===== src/rtl/adc_sout_pkg.sv =====
package adc_sout_pkg;

  typedef enum logic [2:0] {
    PH_IDLE,
    PH_SAMPLE,
    PH_NULL,
    PH_MSB,
    PH_LSB,
    PH_DONE
  } phase_e;

  function automatic logic phase_drives(phase_e ph);
    return (ph == PH_NULL) || (ph == PH_MSB) || (ph == PH_LSB);
  endfunction

endpackage


===== src/rtl/adc_sout_sync.sv =====
module adc_sout_sync #(
  parameter int unsigned STAGES  = 2,
  parameter logic        RST_VAL = 1'b0
) (
  input  logic clk_i,
  input  logic rst_ni,
  input  logic async_i,
  output logic lvl_o,
  output logic fall_o
);

  logic [STAGES-1:0] chain_q;
  logic              prev_q;

  for (genvar g = 0; g < STAGES; g++) begin : g_stage
    if (g == 0) begin : g_first
      always_ff @(posedge clk_i or negedge rst_ni) begin
        if (!rst_ni) chain_q[g] <= RST_VAL;
        else         chain_q[g] <= async_i;
      end
    end else begin : g_next
      always_ff @(posedge clk_i or negedge rst_ni) begin
        if (!rst_ni) chain_q[g] <= RST_VAL;
        else         chain_q[g] <= chain_q[g-1];
      end
    end
  end

  always_ff @(posedge clk_i or negedge rst_ni) begin
    if (!rst_ni) prev_q <= RST_VAL;
    else         prev_q <= chain_q[STAGES-1];
  end

  assign lvl_o  = chain_q[STAGES-1];
  assign fall_o = prev_q & ~chain_q[STAGES-1];

endmodule


===== src/rtl/adc_sout_frame_ctrl.sv =====
module adc_sout_frame_ctrl
  import adc_sout_pkg::*;
#(
  parameter int unsigned DATA_W       = 16,
  parameter int unsigned SAMPLE_EDGES = 5
) (
  input  logic                      clk_i,
  input  logic                      rst_ni,
  input  logic                      cs_lvl_i,
  input  logic                      cs_fall_i,
  input  logic                      sclk_fall_i,
  output phase_e                    phase_o,
  output logic [$clog2(DATA_W)-1:0] idx_o
);

  localparam int unsigned CNT_MAX = (DATA_W > SAMPLE_EDGES) ? DATA_W : SAMPLE_EDGES;
  localparam int unsigned CNT_W   = $clog2(CNT_MAX);
  localparam int unsigned IDX_W   = $clog2(DATA_W);
  localparam logic [CNT_W-1:0] SMP_LAST  = CNT_W'(SAMPLE_EDGES - 1);
  localparam logic [CNT_W-1:0] WORD_LAST = CNT_W'(DATA_W - 1);

  phase_e           phase_q, phase_d;
  logic [CNT_W-1:0] cnt_q, cnt_d;
  logic [IDX_W-1:0] cnt_idx;

  always_comb begin
    phase_d = phase_q;
    cnt_d   = cnt_q;
    if (cs_fall_i) begin
      phase_d = PH_SAMPLE;
      cnt_d   = '0;
    end else if (cs_lvl_i) begin
      phase_d = PH_IDLE;
      cnt_d   = '0;
    end else if (sclk_fall_i) begin
      unique case (phase_q)
        PH_SAMPLE: begin
          if (cnt_q == SMP_LAST) begin
            phase_d = PH_NULL;
            cnt_d   = '0;
          end else begin
            cnt_d = cnt_q + 1'b1;
          end
        end
        PH_NULL: begin
          phase_d = PH_MSB;
          cnt_d   = '0;
        end
        PH_MSB: begin
          // bit 0 is shared by both orders: reverse pass opens at bit 1
          if (cnt_q == WORD_LAST) begin
            phase_d = PH_LSB;
            cnt_d   = CNT_W'(1);
          end else begin
            cnt_d = cnt_q + 1'b1;
          end
        end
        PH_LSB: begin
          if (cnt_q == WORD_LAST) begin
            phase_d = PH_DONE;
            cnt_d   = '0;
          end else begin
            cnt_d = cnt_q + 1'b1;
          end
        end
        default: ;
      endcase
    end
  end

  always_ff @(posedge clk_i or negedge rst_ni) begin
    if (!rst_ni) begin
      phase_q <= PH_IDLE;
      cnt_q   <= '0;
    end else begin
      phase_q <= phase_d;
      cnt_q   <= cnt_d;
    end
  end

  assign cnt_idx = cnt_q[IDX_W-1:0];
  assign phase_o = phase_q;
  assign idx_o   = (phase_q == PH_MSB) ? (IDX_W'(DATA_W - 1) - cnt_idx) : cnt_idx;

endmodule


===== src/rtl/adc_sout_bit_mux.sv =====
module adc_sout_bit_mux
  import adc_sout_pkg::*;
#(
  parameter int unsigned DATA_W = 16
) (
  input  logic                      clk_i,
  input  logic                      rst_ni,
  input  logic                      load_i,
  input  logic [DATA_W-1:0]         sample_i,
  input  phase_e                    phase_i,
  input  logic [$clog2(DATA_W)-1:0] idx_i,
  output logic                      dout_o,
  output logic                      oe_o
);

  logic [DATA_W-1:0] word_q;

  always_ff @(posedge clk_i or negedge rst_ni) begin
    if (!rst_ni)     word_q <= '0;
    else if (load_i) word_q <= sample_i;
  end

  always_comb begin
    oe_o   = phase_drives(phase_i);
    dout_o = 1'b0;
    if (phase_i == PH_MSB || phase_i == PH_LSB) dout_o = word_q[idx_i];
  end

endmodule


===== src/rtl/adc_sout_seq.sv =====
module adc_sout_seq
  import adc_sout_pkg::*;
#(
  parameter int unsigned DATA_W       = 16,
  parameter int unsigned SAMPLE_EDGES = 5,
  parameter int unsigned SYNC_STAGES  = 2
) (
  input  logic              clk_i,
  input  logic              rst_ni,
  input  logic              cs_ni,
  input  logic              sclk_i,
  input  logic [DATA_W-1:0] sample_i,
  output logic              dout_o,
  output logic              dout_oe_o
);

  localparam int unsigned IDX_W = $clog2(DATA_W);

  logic             cs_lvl, cs_fall;
  logic             sclk_lvl, sclk_fall;
  phase_e           phase;
  logic [IDX_W-1:0] idx;

  // reset low: cs must be seen high before a frame can open
  adc_sout_sync #(.STAGES(SYNC_STAGES), .RST_VAL(1'b0)) u_cs_sync (
    .clk_i  (clk_i),
    .rst_ni (rst_ni),
    .async_i(cs_ni),
    .lvl_o  (cs_lvl),
    .fall_o (cs_fall)
  );

  adc_sout_sync #(.STAGES(SYNC_STAGES), .RST_VAL(1'b0)) u_sclk_sync (
    .clk_i  (clk_i),
    .rst_ni (rst_ni),
    .async_i(sclk_i),
    .lvl_o  (sclk_lvl),
    .fall_o (sclk_fall)
  );

  adc_sout_frame_ctrl #(.DATA_W(DATA_W), .SAMPLE_EDGES(SAMPLE_EDGES)) u_ctrl (
    .clk_i      (clk_i),
    .rst_ni     (rst_ni),
    .cs_lvl_i   (cs_lvl),
    .cs_fall_i  (cs_fall),
    .sclk_fall_i(sclk_fall),
    .phase_o    (phase),
    .idx_o      (idx)
  );

  adc_sout_bit_mux #(.DATA_W(DATA_W)) u_mux (
    .clk_i   (clk_i),
    .rst_ni  (rst_ni),
    .load_i  (cs_fall),
    .sample_i(sample_i),
    .phase_i (phase),
    .idx_i   (idx),
    .dout_o  (dout_o),
    .oe_o    (dout_oe_o)
  );

endmodule


===== config.mk =====
export PLATFORM = sky130hd
export DESIGN_NAME = adc_sout_seq
export DESIGN_NICKNAME = d
export VERILOG_FILES = /design/src/rtl/adc_sout_pkg.sv /design/src/rtl/adc_sout_sync.sv /design/src/rtl/adc_sout_frame_ctrl.sv /design/src/rtl/adc_sout_bit_mux.sv /design/src/rtl/adc_sout_seq.sv
export SDC_FILE = /design/constraint.sdc
export NUM_CORES = 1
export LEC_CHECK = 0
export ABC_AREA = 1
export ABC_CLOCK_PERIOD_IN_PS = 3830
export BUFFER_PORTS_ARGS = -buffer_cell sky130_fd_sc_hd__buf_2
export CAP_MARGIN = 20
export CORE_UTILIZATION = 43
export CTS_CLUSTER_SIZE = 30
export DETAILED_ROUTE_END_ITERATION = 12
export SLEW_MARGIN = 20
export SYNTH_ARGS = -nofsm -noshare
export SYNTH_HDL_FRONTEND = slang
export SYNTH_SLANG_ARGS = --single-unit

===== constraint.sdc =====
create_clock -name clk_i -period 3.83 [get_ports clk_i]
set_clock_uncertainty 0.05 [all_clocks]
set_input_delay 1.149 -clock clk_i [delete_from_list [all_inputs] [get_ports clk_i]]
set_output_delay 1.149 -clock clk_i [all_outputs]
set_load 0.05 [all_outputs]

==> results.md <==
* Status: finished clean
* Diodes inserted at 0
* Worst-skew pair later-pin latency at 340 ps
* Post-detail-place hpwl at 1980 µm
* CP Data Arrival Time at 2040 ps
* Fillers at 305
* Post-synthesis sequential area ratio at 50.7%
* Crit path launch type: register
* Drt drc at 0
* P&R area growth vs syn at 17.1%
* R2r setup slk at 2180 ps
* Crit path max fanout at 8
* Global-route wire length before repair at 4550 µm
* Final WS setup at 587 ps
* WL final at 2650 µm
* # resized after CTS at 0
* Die height at 59.7 µm
* Post-Syn Area at 1430 µm²
* # rows at 20
* Syn Inst Count at 154
* R2R cell count at 10
* VDD IR max at 0.000214 V
* Setup Slack @ Placement at 953 ps
* Post-synth net total at 176
* Syn_area_per_cell at 9.29 µm²
* Multi-input logic area at 639 µm²
* Total CTS buffers at 5
* Post-CTS Repair Setup Buffers at 0
* Final period util at 84.7%
* # port buffers at 21
* Initial Util at 46.1%
* Hold path start: u_sclk_sync.chain_q[0]$_DFF_PN0_
* Placed Instance Area at 1590 µm²
* Die area at 3560 µm²
* Final non-filler cell total at 226
* Reg2reg start: u_ctrl.phase_o[2]$_DFFE_PN0P_
* Synth cell types at 22
* Die Width at 59.7 µm
* Leak at 0.848 nW
* Unrepaired setup endpoints after global routing: false
* Root buffer cell: clkbuf_4
* Crit path capture type: output pin
* Clock tree buffer depth at 2
* Vias at 1150
* Final setup viols at 0
* Grt ovf at 0
* Core ar. at 3100 µm²
* Max Cap Viol at 0
* Hold depth at 0
* CTS clock-pin slew for the worst setup and hold paths at 110 ps
* Hold EP: u_sclk_sync.lvl_o$_DFF_PN0_
* Vias/cell at 5.09
* Least-Margin Pin Slew at 632 ps
* Count of pins over their slew limit at 0
* Antenna-violating nets left at 0
* IO Count at 22
* CTS H-tree lvls at 2
* Largest net degree at the start of global routing at 30
* Setup TNS at 0 ps
* Placer Congestion at 0.869
* Yosys warning total at 0
* Final std cell area, no fill at 1670 µm²
* Slew margin rel. at 57.8%
* Vias in the first global route at 1088
* PD cells at 442 nW/µm²
* Detailed router's first-iteration violation count at 50
* Fin crit period at 3240 ps
* Capture point of the worst reg-to-reg path: u_ctrl.phase_o[0]$_DFFE_PN0P_
* Global Route Usage Sum at 17.6%
* Hold Fails Final Rpt at 0
* CP Class: reg2out
* Synth Register Bits at 29
* WL/cell at 11.7 µm
* Seq. cell area at 726 µm²
* Max frequency at 308 MHz
* Hold-fix buffers, CTS at 0
* Initial antenna violation count at 0
* Dpl cells at 218
* Min-Delay Path Class: reg2reg
* Nets at 203
* Critical Path RT at 2630 ps
* CTS tree: done
* Share of cells above drive strength 1 at 28.6%
* 1st-pass router iterations at 4
* Sinks on Clock Net at 29
cells in the mapped netlist:
master | number | area, µm²
nand3_1 | 20 | 100
mux2_2 | 16 | 180
a21oi_1 | 3 | 15.0
o21ai_1 | 2 | 10.0
buf_2 | 1 | 5.00
o22ai_1 | 2 | 12.5
ha_1 | 2 | 25.0
nor2_1 | 8 | 30.0
a21o_1 | 1 | 7.51
nor2_2 | 1 | 6.26
xor2_1 | 3 | 26.3
a31oi_1 | 1 | 6.26
nand2_1 | 37 | 139
inv_2 | 1 | 3.75
nand3_2 | 2 | 20.0
nor3_2 | 1 | 10.0
o21ai_0 | 6 | 30.0
nand2_2 | 1 | 6.26
nand4_1 | 1 | 6.26
dfrtp_1 | 29 | 726
inv_1 | 15 | 56.3
o21ai_2 | 1 | 8.76
area by class of cell:
class | count | area share (%)
sequential | 29 | 43.3
multi-input combinational | 108 | 38.2
timing repair buffer | 21 | 6.28
inverter | 16 | 3.59
tap | 44 | 3.29
clock buffer | 6 | 3.06
clock inverter | 2 | 2.24
metal layers:
layer | share of wire [%] | track usage (%)
met5 | 0 | 0
met4 | 2.9 | 11.6
met3 | 4.9 | 4.76
met2 | 43 | 25.6
met1 | 49 | 23.1
how the worst max path moves through the flow:
stage	from	slack (ps)	cells after the start	end
2_1_floorplan	u_ctrl.phase_o[2]$_DFFE_PN0P_	820	10	dout_o
3_3_place_gp	u_ctrl.phase_o[2]$_DFFE_PN0P_	990	11	dout_o
3_5_place_dp	u_ctrl.phase_o[2]$_DFFE_PN0P_	950	11	dout_o
4_1_cts	u_ctrl.phase_o[2]$_DFFE_PN0P_	550	11	dout_o
5_1_grt	u_ctrl.phase_o[2]$_DFFE_PN0P_	350	11	dout_o
6_report	u_ctrl.phase_o[2]$_DFFE_PN0P_	590	11	dout_o
placed cells by master, fill, tap and decap left out:
cell         n
nand2_1     37
dfrtp_1     29
buf_2       21
nand3_1     20
mux2_2      16
inv_1       15
nor2_1       8
o21ai_0      6
clkbuf_4     5
xor2_1       3
a21oi_1      3
nand3_2      2
o21ai_1      2
o22ai_1      2
ha_1         2
nand4_1      1
nand2_2      1
nor3_2       1
o21ai_2      1
nor2_2       1
inv_2        1
a21o_1       1
a31oi_1      1
clkbuf_8     1
clkinvlp_4   1
bufinv_16    1
critical path: stages (launching register included):
cell	delay, ps
dfrtp_1	460
inv_1	110
nand3_2	130
nand2_1	130
nand2_2	150
nand2_1	70
nand3_1	70
nand3_1	80
nand3_1	90
nand2_1	50
nor2_1	90
buf_2	270
power breakdown:
group / switching [mW] / total, mW / internal, mW / leakage [nW]
Clock: 0.111 / 0.266 / 0.155 / 0.0445
Combinational: 0.0637 / 0.115 / 0.0508 / 0.451
Sequential: 0.0214 / 0.359 / 0.337 / 0.352
Total: 0.196 / 0.740 / 0.543 / 0.848
state kept, by name, indices dropped and copies added, names as in the netlist:
name	flops
u_mux.word_q	16
u_ctrl.cnt_idx	4
u_ctrl.phase_o	3
u_cs_sync.chain_q	1
u_cs_sync.lvl_o	1
u_cs_sync.prev_q	1
u_sclk_sync.chain_q	1
u_sclk_sync.lvl_o	1
u_sclk_sync.prev_q	1
metrics by stage:
stage               util (%)  total power [mW]  hold WS, ps
floorplan                  -             0.443          281
global placement        51.1             0.477          282
detailed placement      51.1             0.480          290
CTS                     54.0             0.753          312
global route            54.0             0.782          317
finish                  54.0             0.740          307
kinds of logic after synthesis:
logic type,after synthesis,synth area share [%]
xor gates and xnor gates,3,1.84
buffers and inverters,17,4.55
AOI/OAI and AO/OA,16,6.30
muxes,16,12.6
DFF,29,50.7
and+or+nand+nor,71,22.2
adders and majority gates,2,1.75
Power figures use the tool's default switching activity.
